File: src/rtl/prio_scatter_pkg.sv
package prio_scatter_pkg;

    // Number of merge levels for a lane count (ceil(log2(n)), 0 for n <= 1).
    function automatic int tree_levels(input int n);
        int lv;
        lv = 0;
        while ((1 << lv) < n) lv++;
        return lv;
    endfunction

    // True when x is a nonzero power of two.
    function automatic bit is_pow2(input int x);
        return (x > 0) && ((x & (x - 1)) == 0);
    endfunction

endpackage

File: src/rtl/ps_lane_unpack.sv
module ps_lane_unpack #(
    parameter int N_LANES    = 8,
    parameter int LANE_W     = 6,
    parameter int FIELD_LO   = 1,
    parameter int IDX_W      = 4,
    parameter bit HIGH_FIRST = 1'b0
) (
    input  logic [N_LANES-1:0]        valid_i,
    input  logic [N_LANES*LANE_W-1:0] data_i,
    output logic [N_LANES-1:0]        ord_valid_o,
    output logic [N_LANES*IDX_W-1:0]  ord_idx_o
);
    // Position 0 of the ordered view always carries the highest priority lane.
    for (genvar k = 0; k < N_LANES; k++) begin : g_lane
        localparam int SRC = HIGH_FIRST ? (N_LANES - 1 - k) : k;
        assign ord_valid_o[k]              = valid_i[SRC];
        assign ord_idx_o[k*IDX_W +: IDX_W] = data_i[SRC*LANE_W + FIELD_LO +: IDX_W];
    end

    // Bits outside the index fields are intentionally not consumed.
    logic unused_bits;
    assign unused_bits = ^data_i;
endmodule

File: src/rtl/ps_merge_node.sv
module ps_merge_node #(
    parameter int IDX_W = 4
) (
    input  logic             hi_valid_i,
    input  logic [IDX_W-1:0] hi_idx_i,
    input  logic             lo_valid_i,
    input  logic [IDX_W-1:0] lo_idx_i,
    output logic             out_valid_o,
    output logic [IDX_W-1:0] out_idx_o
);
    logic take_lo_d;

    always_comb begin
        take_lo_d   = ~hi_valid_i & lo_valid_i;
        out_valid_o = hi_valid_i | lo_valid_i;
        out_idx_o   = take_lo_d ? lo_idx_i : hi_idx_i;
    end
endmodule

File: src/rtl/ps_merge_tree.sv
module ps_merge_tree
    import prio_scatter_pkg::*;
#(
    parameter int N_LANES = 8,
    parameter int IDX_W   = 4
) (
    input  logic [N_LANES-1:0]       ord_valid_i,
    input  logic [N_LANES*IDX_W-1:0] ord_idx_i,
    output logic                     root_valid_o,
    output logic [IDX_W-1:0]         root_idx_o
);
    localparam int LEVELS = tree_levels(N_LANES);
    localparam int PAD    = 1 << LEVELS;

    // Level 0 holds the padded leaves; level j holds PAD >> j merged records.
    // Left record of each pair (even slot) has the higher priority.
    for (genvar j = 0; j <= LEVELS; j++) begin : g_lvl
        localparam int CNT = PAD >> j;
        logic [CNT-1:0]       v;
        logic [CNT*IDX_W-1:0] ix;

        if (j == 0) begin : g_leaf
            for (genvar l = 0; l < CNT; l++) begin : g_slot
                if (l < N_LANES) begin : g_real
                    assign v[l]                = ord_valid_i[l];
                    assign ix[l*IDX_W +: IDX_W] = ord_idx_i[l*IDX_W +: IDX_W];
                end else begin : g_pad
                    assign v[l]                = 1'b0;
                    assign ix[l*IDX_W +: IDX_W] = '0;
                end
            end
        end else begin : g_node
            for (genvar m = 0; m < CNT; m++) begin : g_pair
                ps_merge_node #(.IDX_W(IDX_W)) u_node (
                    .hi_valid_i (g_lvl[j-1].v[2*m]),
                    .hi_idx_i   (g_lvl[j-1].ix[(2*m)*IDX_W +: IDX_W]),
                    .lo_valid_i (g_lvl[j-1].v[2*m+1]),
                    .lo_idx_i   (g_lvl[j-1].ix[(2*m+1)*IDX_W +: IDX_W]),
                    .out_valid_o(v[m]),
                    .out_idx_o  (ix[m*IDX_W +: IDX_W])
                );
            end
        end
    end

    assign root_valid_o = g_lvl[LEVELS].v[0];
    assign root_idx_o   = g_lvl[LEVELS].ix[IDX_W-1:0];
endmodule

File: src/rtl/ps_onehot_decode.sv
module ps_onehot_decode #(
    parameter int IDX_W = 4,
    localparam int OUT_W = 1 << IDX_W
) (
    input  logic             en_i,
    input  logic [IDX_W-1:0] idx_i,
    output logic [OUT_W-1:0] onehot_o
);
    logic [OUT_W-1:0] term_d;
    logic [OUT_W-1:0] next_d;

    // Start from the enable; each index bit doubles the populated terms.
    always_comb begin
        term_d    = '0;
        term_d[0] = en_i;
        for (int b = 0; b < IDX_W; b++) begin
            next_d = '0;
            for (int g = 0; g < (1 << b); g++) begin
                next_d[g]            = term_d[g] & ~idx_i[b];
                next_d[g + (1 << b)] = term_d[g] &  idx_i[b];
            end
            term_d = next_d;
        end
        onehot_o = term_d;
    end
endmodule

File: src/rtl/prio_onehot_scatter.sv
module prio_onehot_scatter
    import prio_scatter_pkg::*;
#(
    parameter int N_LANES    = 8,
    parameter int OUT_W      = 16,
    parameter int LANE_W     = 6,
    parameter int FIELD_LO   = 1,
    parameter bit HIGH_FIRST = 1'b0,
    localparam int IDX_W     = tree_levels(OUT_W)
) (
    input  logic [N_LANES-1:0]        valid_i,
    input  logic [N_LANES*LANE_W-1:0] data_i,
    output logic [OUT_W-1:0]          onehot_o
);
    logic [N_LANES-1:0]       ord_valid;
    logic [N_LANES*IDX_W-1:0] ord_idx;
    logic                     root_valid;
    logic [IDX_W-1:0]         root_idx;

    ps_lane_unpack #(
        .N_LANES   (N_LANES),
        .LANE_W    (LANE_W),
        .FIELD_LO  (FIELD_LO),
        .IDX_W     (IDX_W),
        .HIGH_FIRST(HIGH_FIRST)
    ) u_unpack (
        .valid_i    (valid_i),
        .data_i     (data_i),
        .ord_valid_o(ord_valid),
        .ord_idx_o  (ord_idx)
    );

    ps_merge_tree #(
        .N_LANES(N_LANES),
        .IDX_W  (IDX_W)
    ) u_tree (
        .ord_valid_i (ord_valid),
        .ord_idx_i   (ord_idx),
        .root_valid_o(root_valid),
        .root_idx_o  (root_idx)
    );

    ps_onehot_decode #(
        .IDX_W(IDX_W)
    ) u_decode (
        .en_i    (root_valid),
        .idx_i   (root_idx),
        .onehot_o(onehot_o)
    );
endmodule

File: config.mk
export PLATFORM = sky130hd
export DESIGN_NAME = prio_onehot_scatter
export DESIGN_NICKNAME = d
export VERILOG_FILES = /design/src/rtl/prio_scatter_pkg.sv /design/src/rtl/ps_lane_unpack.sv /design/src/rtl/ps_merge_node.sv /design/src/rtl/ps_merge_tree.sv /design/src/rtl/ps_onehot_decode.sv /design/src/rtl/prio_onehot_scatter.sv
export SDC_FILE = /design/constraint.sdc
export NUM_CORES = 1
export LEC_CHECK = 0
export ABC_AREA = 1
export CAP_MARGIN = 25
export CORE_ASPECT_RATIO = 2
export CORE_MARGIN = 2
export CORE_UTILIZATION = 32
export DETAILED_ROUTE_END_ITERATION = 16
export PLACE_DENSITY = 0.91
export RECOVER_POWER = 100
export REMOVE_ABC_BUFFERS = 1
export SYNTH_ARGS = -nofsm -noshare
export SYNTH_HDL_FRONTEND = slang
export SYNTH_HIERARCHICAL = 1
export SYNTH_SLANG_ARGS = --single-unit
File: constraint.sdc
create_clock -name vclk -period 1.6
set_clock_uncertainty 0.15 [all_clocks]
set_input_delay 0.16 -clock vclk [all_inputs]
set_output_delay 0.16 -clock vclk [all_outputs]
set_load 0.01 [all_outputs]
---- Word-level counts from Yosys, hierarchy flattened ----
Cells that the tools add are included.
operators by class
  multiplexer cells ....................... 7
  bitwise operators ....................... 55
operator list
  operator       count
  $and A1 B1 Y1  37
  $mux W4        7
  $not A1 Y1     11
  $or A1 B1 Y1   7
storage, ports and cells
  flip-flop bits (word level) ............. 0
  bits of input ports ..................... 56
  output and inout bits ................... 16

---- Longest topological paths before layout ----
  depth in word-level cells ............... 10
  mapped depth ............................ 12

---- Modules after synthesis ----
The synthesis kept the hierarchy.
by module, submodules not included
  module            instances  cells an instance  area each (um^2)
  ps_merge_node     7          15                 66.3
  ps_lane_unpack    1          40                 300.3
  ps_onehot_decode  1          31                 140.1

---- Worst setup path before layout ----
OpenSTA, ideal clock, no wires.
  kind .................................... input-to-output
  start ................................... input valid_i[3]
  end ..................................... output onehot_o[10]
  arrival ................................. 1.603 ns
  required time ........................... 1.290 ns
  path slack .............................. -0.313 ns
  cell stages on the path ................. 9
  buffers on the path ..................... 2
  cells stage by stage .................... buf_4 or2_1 or2_1 inv_1 nand3_1 nand2_1 buf_4 inv_1 nor3_1
RTL lines
  what                      RTL line                   text
  start: declaration        prio_onehot_scatter.sv:11  input logic [N_LANES-1:0] valid_i,
  $or A1 B1 Y1              ps_merge_node.sv:15        out_valid_o = hi_valid_i | lo_valid_i;
  via u_tree.g_lvl[1].v[1]  ps_merge_tree.sv:19        logic [CNT-1:0] v;
  $or A1 B1 Y1              ps_merge_node.sv:15
  via u_tree.g_lvl[2].v[0]  ps_merge_tree.sv:19
  $not A1 Y1                ps_merge_node.sv:14        take_lo_d = ~hi_valid_i & lo_valid_i;
  $and A1 B1 Y1             ps_merge_node.sv:14
  $mux W4                   ps_merge_node.sv:16        out_idx_o = take_lo_d ? lo_idx_i : hi_idx_i;
  via root_idx[3]           prio_onehot_scatter.sv:18  logic [IDX_W-1:0] root_idx;
  $and A1 B1 Y1             ps_onehot_decode.sv:20     next_d[g + (1 << b)] = term_d[g] & idx_i[b];
  end: declaration          prio_onehot_scatter.sv:13  output logic [OUT_W-1:0] onehot_o
The timed path passes the listed nets, and every way through them passes these cells.

---- Worst setup path in the final report ----
  start ................................... input valid_i[3]
  end ..................................... output onehot_o[6]
RTL lines
  what                        RTL line                   text
  $or A1 B1 Y1                ps_merge_node.sv:15
  via u_tree.g_lvl[1].v[1]    ps_merge_tree.sv:19
  $and A1 B1 Y1               ps_merge_node.sv:14
  $mux W4                     ps_merge_node.sv:16
  via u_tree.g_lvl[2].ix[0]   ps_merge_tree.sv:20        logic [CNT*IDX_W-1:0] ix;
  $mux W4                     ps_merge_node.sv:16
  via root_idx[0]             prio_onehot_scatter.sv:18
  $not A1 Y1                  ps_onehot_decode.sv:19     next_d[g] = term_d[g] & ~idx_i[b];
  $and A1 B1 Y1               ps_onehot_decode.sv:19
  $and A1 B1 Y1 (2 in a row)  ps_onehot_decode.sv:20
  $and A1 B1 Y1               ps_onehot_decode.sv:19
The timed path passes the listed nets, and every way through them passes these cells.

==> results by group <==
Place
  • Placement Setup Slack: -1150 ps
  • Detailed Place HPWL: 2.02 mm
  • PortBufs: 56
  • Routability cong.: 0.893

Worst setup path
  • Max stage delay cell, worst path: or2_4
  • Critical path peak fanout: 6
  • WP buf/inv: 4
  • Worst Setup End Kind: primary output
  • Critical Path RT: 1290 ps
  • CP Cell Sequence: buf_6 > or2_4 > buf_4 > buf_4 > nand3_1 > nand2_2 > nand2_4 > nand2_4 > nor2_4 > nand3_2 > nor2_1 > buf_2
  • Worst path max stage delay: 240 ps
  • Critical path type: input port to primary output
  • Levels on crit path: 12
  • Startpoint Class: input port
  • Crit path max-delay family: simple AND/OR/NAND/NOR gates
  • Arrival time at the worst endpoint: approximately 1600 ps

Finish
  • Layout net count: 261
  • Synth-to-layout area growth: 56.7%
  • CLK BUF: 0
  • Antenna diode count: 0
  • Share of layout cells above drive strength 1: 40.9%
  • FFs & Latches: 0
  • Area occupied by registers: 0 um^2

Global route
  • GR Util All Layers: 14.9%
  • Initial antenna violation count: 0
  • First-pass GRT wire length: 4.08 mm
  • Largest net degree at the start of global routing: 9
  • Grt ovf: 0
  • Vias in the first global route: 1058

Synthesis
  • Synth unique cells: 11
  • Post-Synth Simple-Gate Area: 61.0%
  • Mapped Area: a little over 900 um^2
  • Synth Area in Adders: 0%
  • Mux contribution to synthesized area: 0%
  • Mean Syn Cell Area: 5.14 um^2
  • Share of the synthesized area in the top cell type: 34.0%
  • Synth area leader: buf_4
  • Sequential area share after synthesis: 0%
  • Ys Warns: 6
  • Synth area leaders: buf_4, nand2_1, nand3_1
  • XOR/XNOR share of the synthesized area: 0%
  • Largest family of logic cells by synthesized area: simple AND/OR/NAND/NOR gates
  • Synth Area in Compound Gates: 0%
  • Cells after synthesis: 176

Status
  • Run status: finished with violations
  • Failing checks: setup timing

Timing
  • Fmax: 534 MHz
  • Fin crit share: 117%
  • Final Hold Fails: 0
  • Worst-Margin Slew: 181 ps
  • Final setup violation count: 16
  • Setup TNS: -3990 ps
  • Slew margin rel.: 87.9%
  • Final Max Tran Viols: 0
  • Setup ws final: -271 ps
  • Unrepaired setup endpoints after global routing: true
  • Min cycle time layout: 1870 ps

Drt
  • Final ANT Viol Nets: 0
  • Wl on met1: 749 um
  • DR vias: ~1100
  • Highest Signal Layer: met4
  • DR WL/cell: about 11 um
  • Met2 WL post-DR: 1.70 mm
  • Total wire length: approximately 2.6 mm
  • DRT iter0 DRCs: 12
  • Via density: about 4.7
  • Met3 wire length: roughly 74 um
  • DR pass1 iterations: 4
  • DRC viols: 0

Hold path
  • Hold Startpoint: valid_i[2]
  • Hold Crit Class: input port to primary output
  • Hold endpoint: onehot_o[8]
  • WHS Path Cells: 9

Floorplan
  • Row cnt: 27
  • Top-level I/O count: 72
  • DIE AREA: 3290 um^2
  • Die span in x: 41.6 um
  • Die height: 79.2 um
  • Initial Util: 33.1%
  • Core area: 2740 um^2

Power
  • P per Cell Area: 298 nW/um^2
  • Static Leak: 0.723 nW
  • Peak supply drop: 116 uV

Run
  • MaxCap Viol Count: 0
==> area by class of cell <==
cell class / count / area [um^2]
Fill cell: 261 / 1320
Multi-Input combinational cell: 123 / 759
Timing Repair Buffer: 68 / 567
Inverter: 12 / 55.1
Tap cell: 29 / 36.3
==> routing by layer <==
layer / up-vias / GRT usage (%)
met2: 35 / 35.6
met1: 464 / 12.2
met4: 0 / 2.26
met5: - / 0
met3: 6 / 0
li1: 576 / -
==> kinds of logic (layout without fill, tap and decap cells) <==
family,count (synthesis),in the layout
buffers and inverters,53,80
and+or+nand+nor,123,123
==> synth_stat cells <==
cell type and instances:
inv_1 11, nand2_1 56, or2_1 7, nor2_2 1
nor2_1 14, nand4_1 4, buf_4 41, nand3_1 32
inv_2 1, nand2_2 7, nor3_1 2
==> power breakdown <==
group	switching, mW	internal, mW	total, mW
combinational	0.215	0.208	0.423
sequential	0	0	0
clock	0	0	0
total	0.215	0.208	0.423
==> placed cells by master (no fill, tap or decap) <==
cell	count
inv_1	5
nor2_4	1
nand3_4	4
buf_6	7
buf_4	9
nand3_2	4
nand2_8	2
nor2_2	2
nand3_1	24
nand2_1	41
inv_6	1
clkbuf_2	2
clkdlybuf4s50_1	32
or2_4	5
nand2_2	12
nor2_1	12
inv_2	4
nand4_1	4
nor3_2	2
nand2_4	8
or2_1	2
buf_2	18
inv_4	2
==> how the worst max path moves through the flow <==
stage	from	to	slack, ps
after global routing	valid_i[1]	onehot_o[7]	-360
final	valid_i[3]	onehot_o[6]	-270
after detailed placement	valid_i[0]	onehot_o[14]	-1150
after CTS	valid_i[3]	onehot_o[14]	-280
after floorplan	valid_i[6]	onehot_o[10]	-240
after global placement	valid_i[0]	onehot_o[15]	-1050
==> what timing repair did <==
action | in CTS | in global routing
endpoints found under the hold margin | 0 | 0
gates resized for setup | 122 | 34
hold buffers | 0 | 0
setup endpoints to repair | 16 | 16
buffers inserted | 2 | 0
pin swaps | 22 | 28
==> through the flow <==
stage	hold WS, ps	util (%)	std cells	power, mW	instance area (um^2)
after floorplan	615	-	135	0.152	597
after global placement	1590	46.4	230	0.348	1270
after detailed placement	1600	46.4	230	0.353	1270
after CTS	964	47.3	232	0.373	1290
after global routing	983	51.8	232	0.461	1420
final	938	51.8	232	0.423	1420
(Power assumes the default switching activity.)
